<file path="config.mk">
export PLATFORM = sky130hd
export DESIGN_NAME = i2c_bit_prescaler
export DESIGN_NICKNAME = d
export VERILOG_FILES = /design/src/rtl/i2cpre_pkg.sv /design/src/rtl/i2cpre_modcnt.sv /design/src/rtl/i2cpre_settings.sv /design/src/rtl/i2cpre_phase.sv /design/src/rtl/i2c_bit_prescaler.sv
export SDC_FILE = /design/constraint.sdc
export NUM_CORES = 1
export LEC_CHECK = 0
export ABC_AREA = 1
export CAP_MARGIN = 20
export CORE_ASPECT_RATIO = 0.5
export CORE_UTILIZATION = 40
export CTS_BUF_LIST = sky130_fd_sc_hd__clkbuf_8 sky130_fd_sc_hd__clkbuf_16
export CTS_CLUSTER_DIAMETER = 40
export DETAILED_ROUTE_END_ITERATION = 8
export PLACE_DENSITY = 0.57
export SYNTH_ARGS = -nofsm -noshare
export SYNTH_HDL_FRONTEND = slang
export SYNTH_SLANG_ARGS = --single-unit
</file>
<file path="constraint.sdc">
create_clock -name clk -period 3.07 [get_ports clk]
set_input_delay 0.307 -clock clk [delete_from_list [all_inputs] [get_ports clk]]
set_output_delay 0.307 -clock clk [all_outputs]
set_load 0.01 [all_outputs]
</file>
<file path="src/rtl/i2cpre_pkg.sv">
// Package: shared constants for the I2C bit-clock prescaler.
// Holds reset defaults and lower limits of the timing settings.
package i2cpre_pkg;
    localparam int THP_DEFAULT = 24;
    localparam int MUL_DEFAULT = 2;
    localparam int EXP_DEFAULT = 0;
    localparam int THP_FLOOR   = 5;
    localparam int MUL_FLOOR   = 2;
    localparam int DECADE      = 10;
endpackage

</file>
<file path="src/rtl/i2cpre_modcnt.sv">
// Module: i2cpre_modcnt
// Modulo counter stage. When enabled it counts 0..limit and then wraps.
// wrap is a combinational pulse in the enabled cycle that ends the count.
// Assumes limit changes only while count is 0.
module i2cpre_modcnt #(
    parameter int W = 8
) (
    input  logic         clk,
    input  logic         rst_n,
    input  logic         en,
    input  logic [W-1:0] limit,
    output logic [W-1:0] count,
    output logic         wrap
);
    logic at_limit;

    // Detect the terminal value of this stage.
    always_comb begin
        at_limit = (count == limit);
        wrap     = en && at_limit;
    end

    // Advance or wrap the stage count.
    always_ff @(posedge clk) begin
        if (!rst_n) begin
            count <= '0;
        end else if (en) begin
            count <= at_limit ? '0 : count + W'(1);
        end
    end
endmodule

</file>
<file path="src/rtl/i2cpre_settings.sv">
// Module: i2cpre_settings
// Shadow and active timing settings. Writes clamp to the floors and land
// in shadow storage. The active copy is refreshed only on the load pulse,
// which the phase logic raises at a full serial-clock period boundary.
module i2cpre_settings #(
    parameter int THP_W = 8,
    parameter int MUL_W = 4,
    parameter int EXP_W = 3
) (
    input  logic                   clk,
    input  logic                   rst_n,
    input  logic                   thp_wr,
    input  logic [THP_W-1:0]       thp_wdata,
    input  logic                   ctl_wr,
    input  logic [MUL_W+EXP_W:0]   ctl_wdata,
    input  logic                   load,
    output logic [THP_W-1:0]       act_thp,
    output logic [MUL_W-1:0]       act_mul,
    output logic [EXP_W-1:0]       act_exp
);
    import i2cpre_pkg::*;

    localparam logic [THP_W-1:0] THP_MIN = THP_W'(THP_FLOOR);
    localparam logic [MUL_W-1:0] MUL_MIN = MUL_W'(MUL_FLOOR);

    logic [THP_W-1:0] sh_thp;
    logic [MUL_W-1:0] sh_mul;
    logic [EXP_W-1:0] sh_exp;
    logic [MUL_W-1:0] wr_mul;
    logic [EXP_W-1:0] wr_exp;

    // Split the control byte into its fields; the top bit is unused.
    always_comb begin
        wr_mul = ctl_wdata[EXP_W +: MUL_W];
        wr_exp = ctl_wdata[EXP_W-1:0];
    end

    // Capture host writes into shadow storage with floors applied.
    always_ff @(posedge clk) begin
        if (!rst_n) begin
            sh_thp <= THP_W'(THP_DEFAULT);
            sh_mul <= MUL_W'(MUL_DEFAULT);
            sh_exp <= EXP_W'(EXP_DEFAULT);
        end else begin
            if (thp_wr) begin
                sh_thp <= (thp_wdata < THP_MIN) ? THP_MIN : thp_wdata;
            end
            if (ctl_wr) begin
                sh_mul <= (wr_mul < MUL_MIN) ? MUL_MIN : wr_mul;
                sh_exp <= wr_exp;
            end
        end
    end

    // Move the shadow values to the counters at a period boundary.
    always_ff @(posedge clk) begin
        if (!rst_n) begin
            act_thp <= THP_W'(THP_DEFAULT);
            act_mul <= MUL_W'(MUL_DEFAULT);
            act_exp <= EXP_W'(EXP_DEFAULT);
        end else if (load) begin
            act_thp <= sh_thp;
            act_mul <= sh_mul;
            act_exp <= sh_exp;
        end
    end
endmodule

</file>
<file path="src/rtl/i2cpre_phase.sv">
// Module: i2cpre_phase
// Serial clock level and strobes. Flips the level when the decade stage
// wraps and marks the middle of each phase from the decade count. Raises
// load when a low phase ends, i.e. when a full period ends.
// Assumes DIV is even, so the middle falls on a stage boundary.
module i2cpre_phase #(
    parameter int DIV = 10,
    parameter int DW  = 4
) (
    input  logic          clk,
    input  logic          rst_n,
    input  logic          step,
    input  logic [DW-1:0] dec_count,
    input  logic          dec_wrap,
    output logic          scl_q,
    output logic          toggle_q,
    output logic          sample_q,
    output logic          drive_q,
    output logic          load
);
    localparam logic [DW-1:0] MID_PRE = DW'(DIV / 2 - 1);

    logic mid;

    // Middle of a phase and the period boundary.
    always_comb begin
        mid  = step && (dec_count == MID_PRE);
        load = dec_wrap && !scl_q;
    end

    // Register the level and the one-cycle strobes.
    always_ff @(posedge clk) begin
        if (!rst_n) begin
            scl_q    <= 1'b1;
            toggle_q <= 1'b0;
            sample_q <= 1'b0;
            drive_q  <= 1'b0;
        end else begin
            scl_q    <= dec_wrap ? !scl_q : scl_q;
            toggle_q <= dec_wrap;
            sample_q <= mid && scl_q;
            drive_q  <= mid && !scl_q;
        end
    end
endmodule

</file>
<file path="src/rtl/i2c_bit_prescaler.sv">
// Module: i2c_bit_prescaler
// Top of the three-stage I2C bit-clock prescaler followed by a fixed
// decade stage. Stage chain: (T+1) cycles, 2^E, (K+1), then DIV.
// Assumes settings come from the host bridge as write strobes.
module i2c_bit_prescaler #(
    parameter int THP_W = 8,
    parameter int MUL_W = 4,
    parameter int EXP_W = 3,
    parameter int DIV   = i2cpre_pkg::DECADE
) (
    input  logic                 clk,
    input  logic                 rst_n,
    input  logic                 thp_wr,
    input  logic [THP_W-1:0]     thp_wdata,
    input  logic                 ctl_wr,
    input  logic [MUL_W+EXP_W:0] ctl_wdata,
    output logic                 scl_level,
    output logic                 scl_toggle,
    output logic                 tick_sample,
    output logic                 tick_drive
);
    localparam int POW_W = (1 << EXP_W) - 1;
    localparam int DW    = $clog2(DIV);
    localparam int NSTG  = 4;
    localparam int CW    = (THP_W > POW_W) ? THP_W : POW_W;

    logic [THP_W-1:0] act_thp;
    logic [MUL_W-1:0] act_mul;
    logic [EXP_W-1:0] act_exp;
    logic             load;

    logic [NSTG:0]    stg_en;
    logic [CW-1:0]    stg_lim [NSTG];
    logic [CW-1:0]    stg_cnt [NSTG];

    i2cpre_settings #(.THP_W(THP_W), .MUL_W(MUL_W), .EXP_W(EXP_W)) u_set (
        .clk(clk), .rst_n(rst_n),
        .thp_wr(thp_wr), .thp_wdata(thp_wdata),
        .ctl_wr(ctl_wr), .ctl_wdata(ctl_wdata),
        .load(load),
        .act_thp(act_thp), .act_mul(act_mul), .act_exp(act_exp)
    );

    // Per-stage terminal values from the active settings.
    always_comb begin
        stg_en[0]  = 1'b1;
        stg_lim[0] = CW'(act_thp);
        stg_lim[1] = CW'(POW_W'((32'd1 << act_exp) - 32'd1));
        stg_lim[2] = CW'(act_mul);
        stg_lim[3] = CW'(DIV - 1);
    end

    // Chain of modulo stages, each enabled by the previous wrap.
    for (genvar g = 0; g < NSTG; g++) begin : g_stage
        i2cpre_modcnt #(.W(CW)) u_cnt (
            .clk(clk), .rst_n(rst_n),
            .en(stg_en[g]), .limit(stg_lim[g]),
            .count(stg_cnt[g]), .wrap(stg_en[g+1])
        );
    end

    i2cpre_phase #(.DIV(DIV), .DW(DW)) u_phase (
        .clk(clk), .rst_n(rst_n),
        .step(stg_en[3]), .dec_count(DW'(stg_cnt[3])), .dec_wrap(stg_en[4]),
        .scl_q(scl_level), .toggle_q(scl_toggle),
        .sample_q(tick_sample), .drive_q(tick_drive),
        .load(load)
    );
endmodule

</file>
==> metrics.txt <==
CTS Root Cell=clkbuf_16; WP data arrival=~2.5 ns; PortBufs=22; Yosys reg bits=66; first-pass GRT wire length=between 10000 and 15000 um; worst-path cell chain=inv_1 > nand2_1 > nand2_1 > nor2_1 > nand2_1 > nor2_8 > nand3_4 > nor2_8 > nand3_1 > nand2_1 > nand3_1; RSZ-0062 raised after global routing=no; most area-hungry cell type in the Yosys netlist=dfxtp_1; CTS Sinks=between 60 and 70; critical path class=reg2reg; gr ovfl total=0; synth warn=0; post-synthesis sequential area ratio=0.387; max_slew headroom=0.618; gpl congestion=0.898; antenna violations before repair=0; row cnt=23; Worst R2R Setup Slack=0.77 ns; max incr delay on CP=0.39 ns; GR Util met2=0.307; CTS Buf Count=9; Antenna Violating Nets Remaining=0; CP dominant cell by count=nand2_1; vias in the first global route=between 2000 and 3000; mapped cell area=between 3000 and 4000 um^2; wire per inst=~12 um; WP data required=approximately 3.3 ns; Hold WS=0.456 ns; largest net degree at the start of global routing=35; grt met3 use=0.0608; ys async rst share=0; share of layout cells above drive strength 1=0.0925; maximum vdd drop=slightly below 300 uV; antenna cells=0; Final Hold Viols=0; status=complete, no violations; Synth top area share=0.387; Synth Net Count=~510; most common library cells after synthesis=nand2_1, dfxtp_1, nor2_1; min Tclk post-route=2.30 ns; DR iter-0 viols=approximately 130; met1 usage=0.227; via/cell ratio=4.79; drt pass-1 iters=4; # hold bufs at CTS=0; DR vias=2969; CP max stage cell=dfxtp_1; Core Footprint=~8100 um^2; TNS Setup=0 ns; ys flop type=dfxtp_1; Die Footprint=8940 um^2; Global Route Usage Sum=0.184; H-tree lvl count=3; Critical Path End Type=register; Synth cell types=44; Initial Utilization=0.420; max-slew violations=0; max-cap viol count=0; Synth area leaders=dfxtp_1, nand2_1, nor2_1, inv_1, nand4_1; final cycle utilization of the critical path=0.750; area grow syn2layout=16.9%; synthesized area per cell=7.09 um^2; crit-path max FO=25; Fmax=approximately 430 MHz; Nets=~530; power per cell area=approximately 500 nW/um^2; # Post-CTS Setup Buffers=0; Hold WC Path Type=reg2reg; Finish-stage setup viols=0; CTS tree=built; # resized after CTS=0; IO Count=24; Clock Pin Slew Worst Setup and Hold Paths=0.05 ns; DR DRC count=0; Synth Instances=approximately 480; final wirelength=approximately 7300 um; Post-DP HPWL=between 5000 and 6000 um; Worst-Margin Slew=around 0.57 ns; Clock Latency Late Sink=0.33 ns; Clock Skew=0.00360 ns; Longest Clk Path Bufs=2; Die X=about 130 um; die height=~67 um; most numerous cell in the Yosys netlist=nand2_1; number of synthesized flops with an enable pin=0; gr busiest metal=met2; worst path bufs/invs=1; CP top delay family=simple AND/OR/NAND/NOR gates; Critical Path Start Type=register; leakage=between 1.5 and 2 nW
==> flip-flops by register name (all words and copies together) (netlist names) <==
name / cells
g_stage.u_cnt.count: 32
u_phase.drive_q: 1
u_phase.sample_q: 1
u_phase.scl_q: 1
u_phase.toggle_q: 1
u_set.act_exp: 3
u_set.act_mul: 4
u_set.act_thp: 8
u_set.sh_exp: 3
u_set.sh_mul: 4
u_set.sh_thp: 8
==> layout make-up <==
class,instances,area (um^2)
tap,112,140
sequential,66,1320
clock buffer,12,267
inverter,66,248
timing repair buffer,24,235
clock inverter,4,25.0
multi-input combinational,336,1760
fill,816,4150
==> path summary, 6_finish.rpt <==
check                                  from               end  depth (start not counted)
setup / recovery  g_stage[0].u_cnt.count[0]  u_set.act_mul[1]                         11
hold / removal              u_set.sh_exp[2]   u_set.sh_exp[2]                          2
hold reg to reg             u_set.sh_exp[2]   u_set.sh_exp[2]                          2
setup reg to reg  g_stage[0].u_cnt.count[0]  u_set.act_mul[1]                         11
==> kinds of logic (layout without fill, tap and decap cells) <==
family                     count (synthesis)  after routing  share of synthesized area
DFF                                       66             66                      0.387
AOI/OAI and AO/OA                         50             50                     0.0846
buffers and inverters                     80            106                     0.0985
xor gates and xnor gates                  10             10                     0.0256
adders and majority gates                  6              6                     0.0220
and+or+nand+nor                          270            270                      0.383
==> layer usage <==
layer	vias to the layer above	wire length (um)
li1	1601	-
met1	1328	3810
met2	30	3170
met3	10	211
met4	0	65
met5	-	0
==> worst register-to-register path, delay by kind of cell, from the launching register on <==
kind	cells	cell delay, ns
flops	1	0.39
buf+inv	1	0.06
simple gates	10	1.73
==> report_power, final <==
part | switching (mW) | total (mW) | internal [mW]
Sequential | 0.00813 | 0.882 | 0.874
Clock | 0.376 | 0.985 | 0.609
Combinational | 0.0456 | 0.0837 | 0.0381
Total | 0.429 | 1.95 | 1.52
==> cells in the final DEF (no fill, tap or decap), drive strengths merged <==
cell type / netlist / routed
nand2: 120 / 120
nor2: 71 / 71
dfxtp: 66 / 66
inv: 64 / 64
nand3: 28 / 28
nand4: 24 / 24
a21oi: 23 / 23
clkdlybuf4s50: 0 / 22
o21ai: 14 / 14
nor3: 13 / 13
clkbuf: 7 / 12
xor2: 7 / 7
ha: 6 / 6
a211oi: 5 / 5
nor4: 5 / 5
nor3b: 4 / 4
clkinv: 2 / 4
xnor2: 3 / 3
or2: 3 / 3
a31oi: 2 / 2
o211ai: 2 / 2
clkinvlp: 0 / 2
buf: 7 / 2
nand3b: 2 / 2
o32ai: 1 / 1
o22ai: 1 / 1
o31ai: 1 / 1
a221oi: 1 / 1
==> through the flow <==
| step | instances | worst slack [ns] | instance area [um^2] | utilization | power (mW) |
|---|---|---|---|---|---|
| global placement | 604 | 0.705 | 3700 | 0.455 | 0.985 |
| CTS | 620 | 0.706 | 4000 | 0.491 | 1.98 |
| finish | 620 | 0.767 | 4000 | 0.491 | 1.95 |
| global route | 620 | 0.482 | 4000 | 0.491 | 2.03 |
| floorplan | 482 | 1.42 | 3420 | - | 0.946 |
| detailed placement | 604 | 0.712 | 3700 | 0.455 | 0.985 |
(Power assumes the default switching activity.)
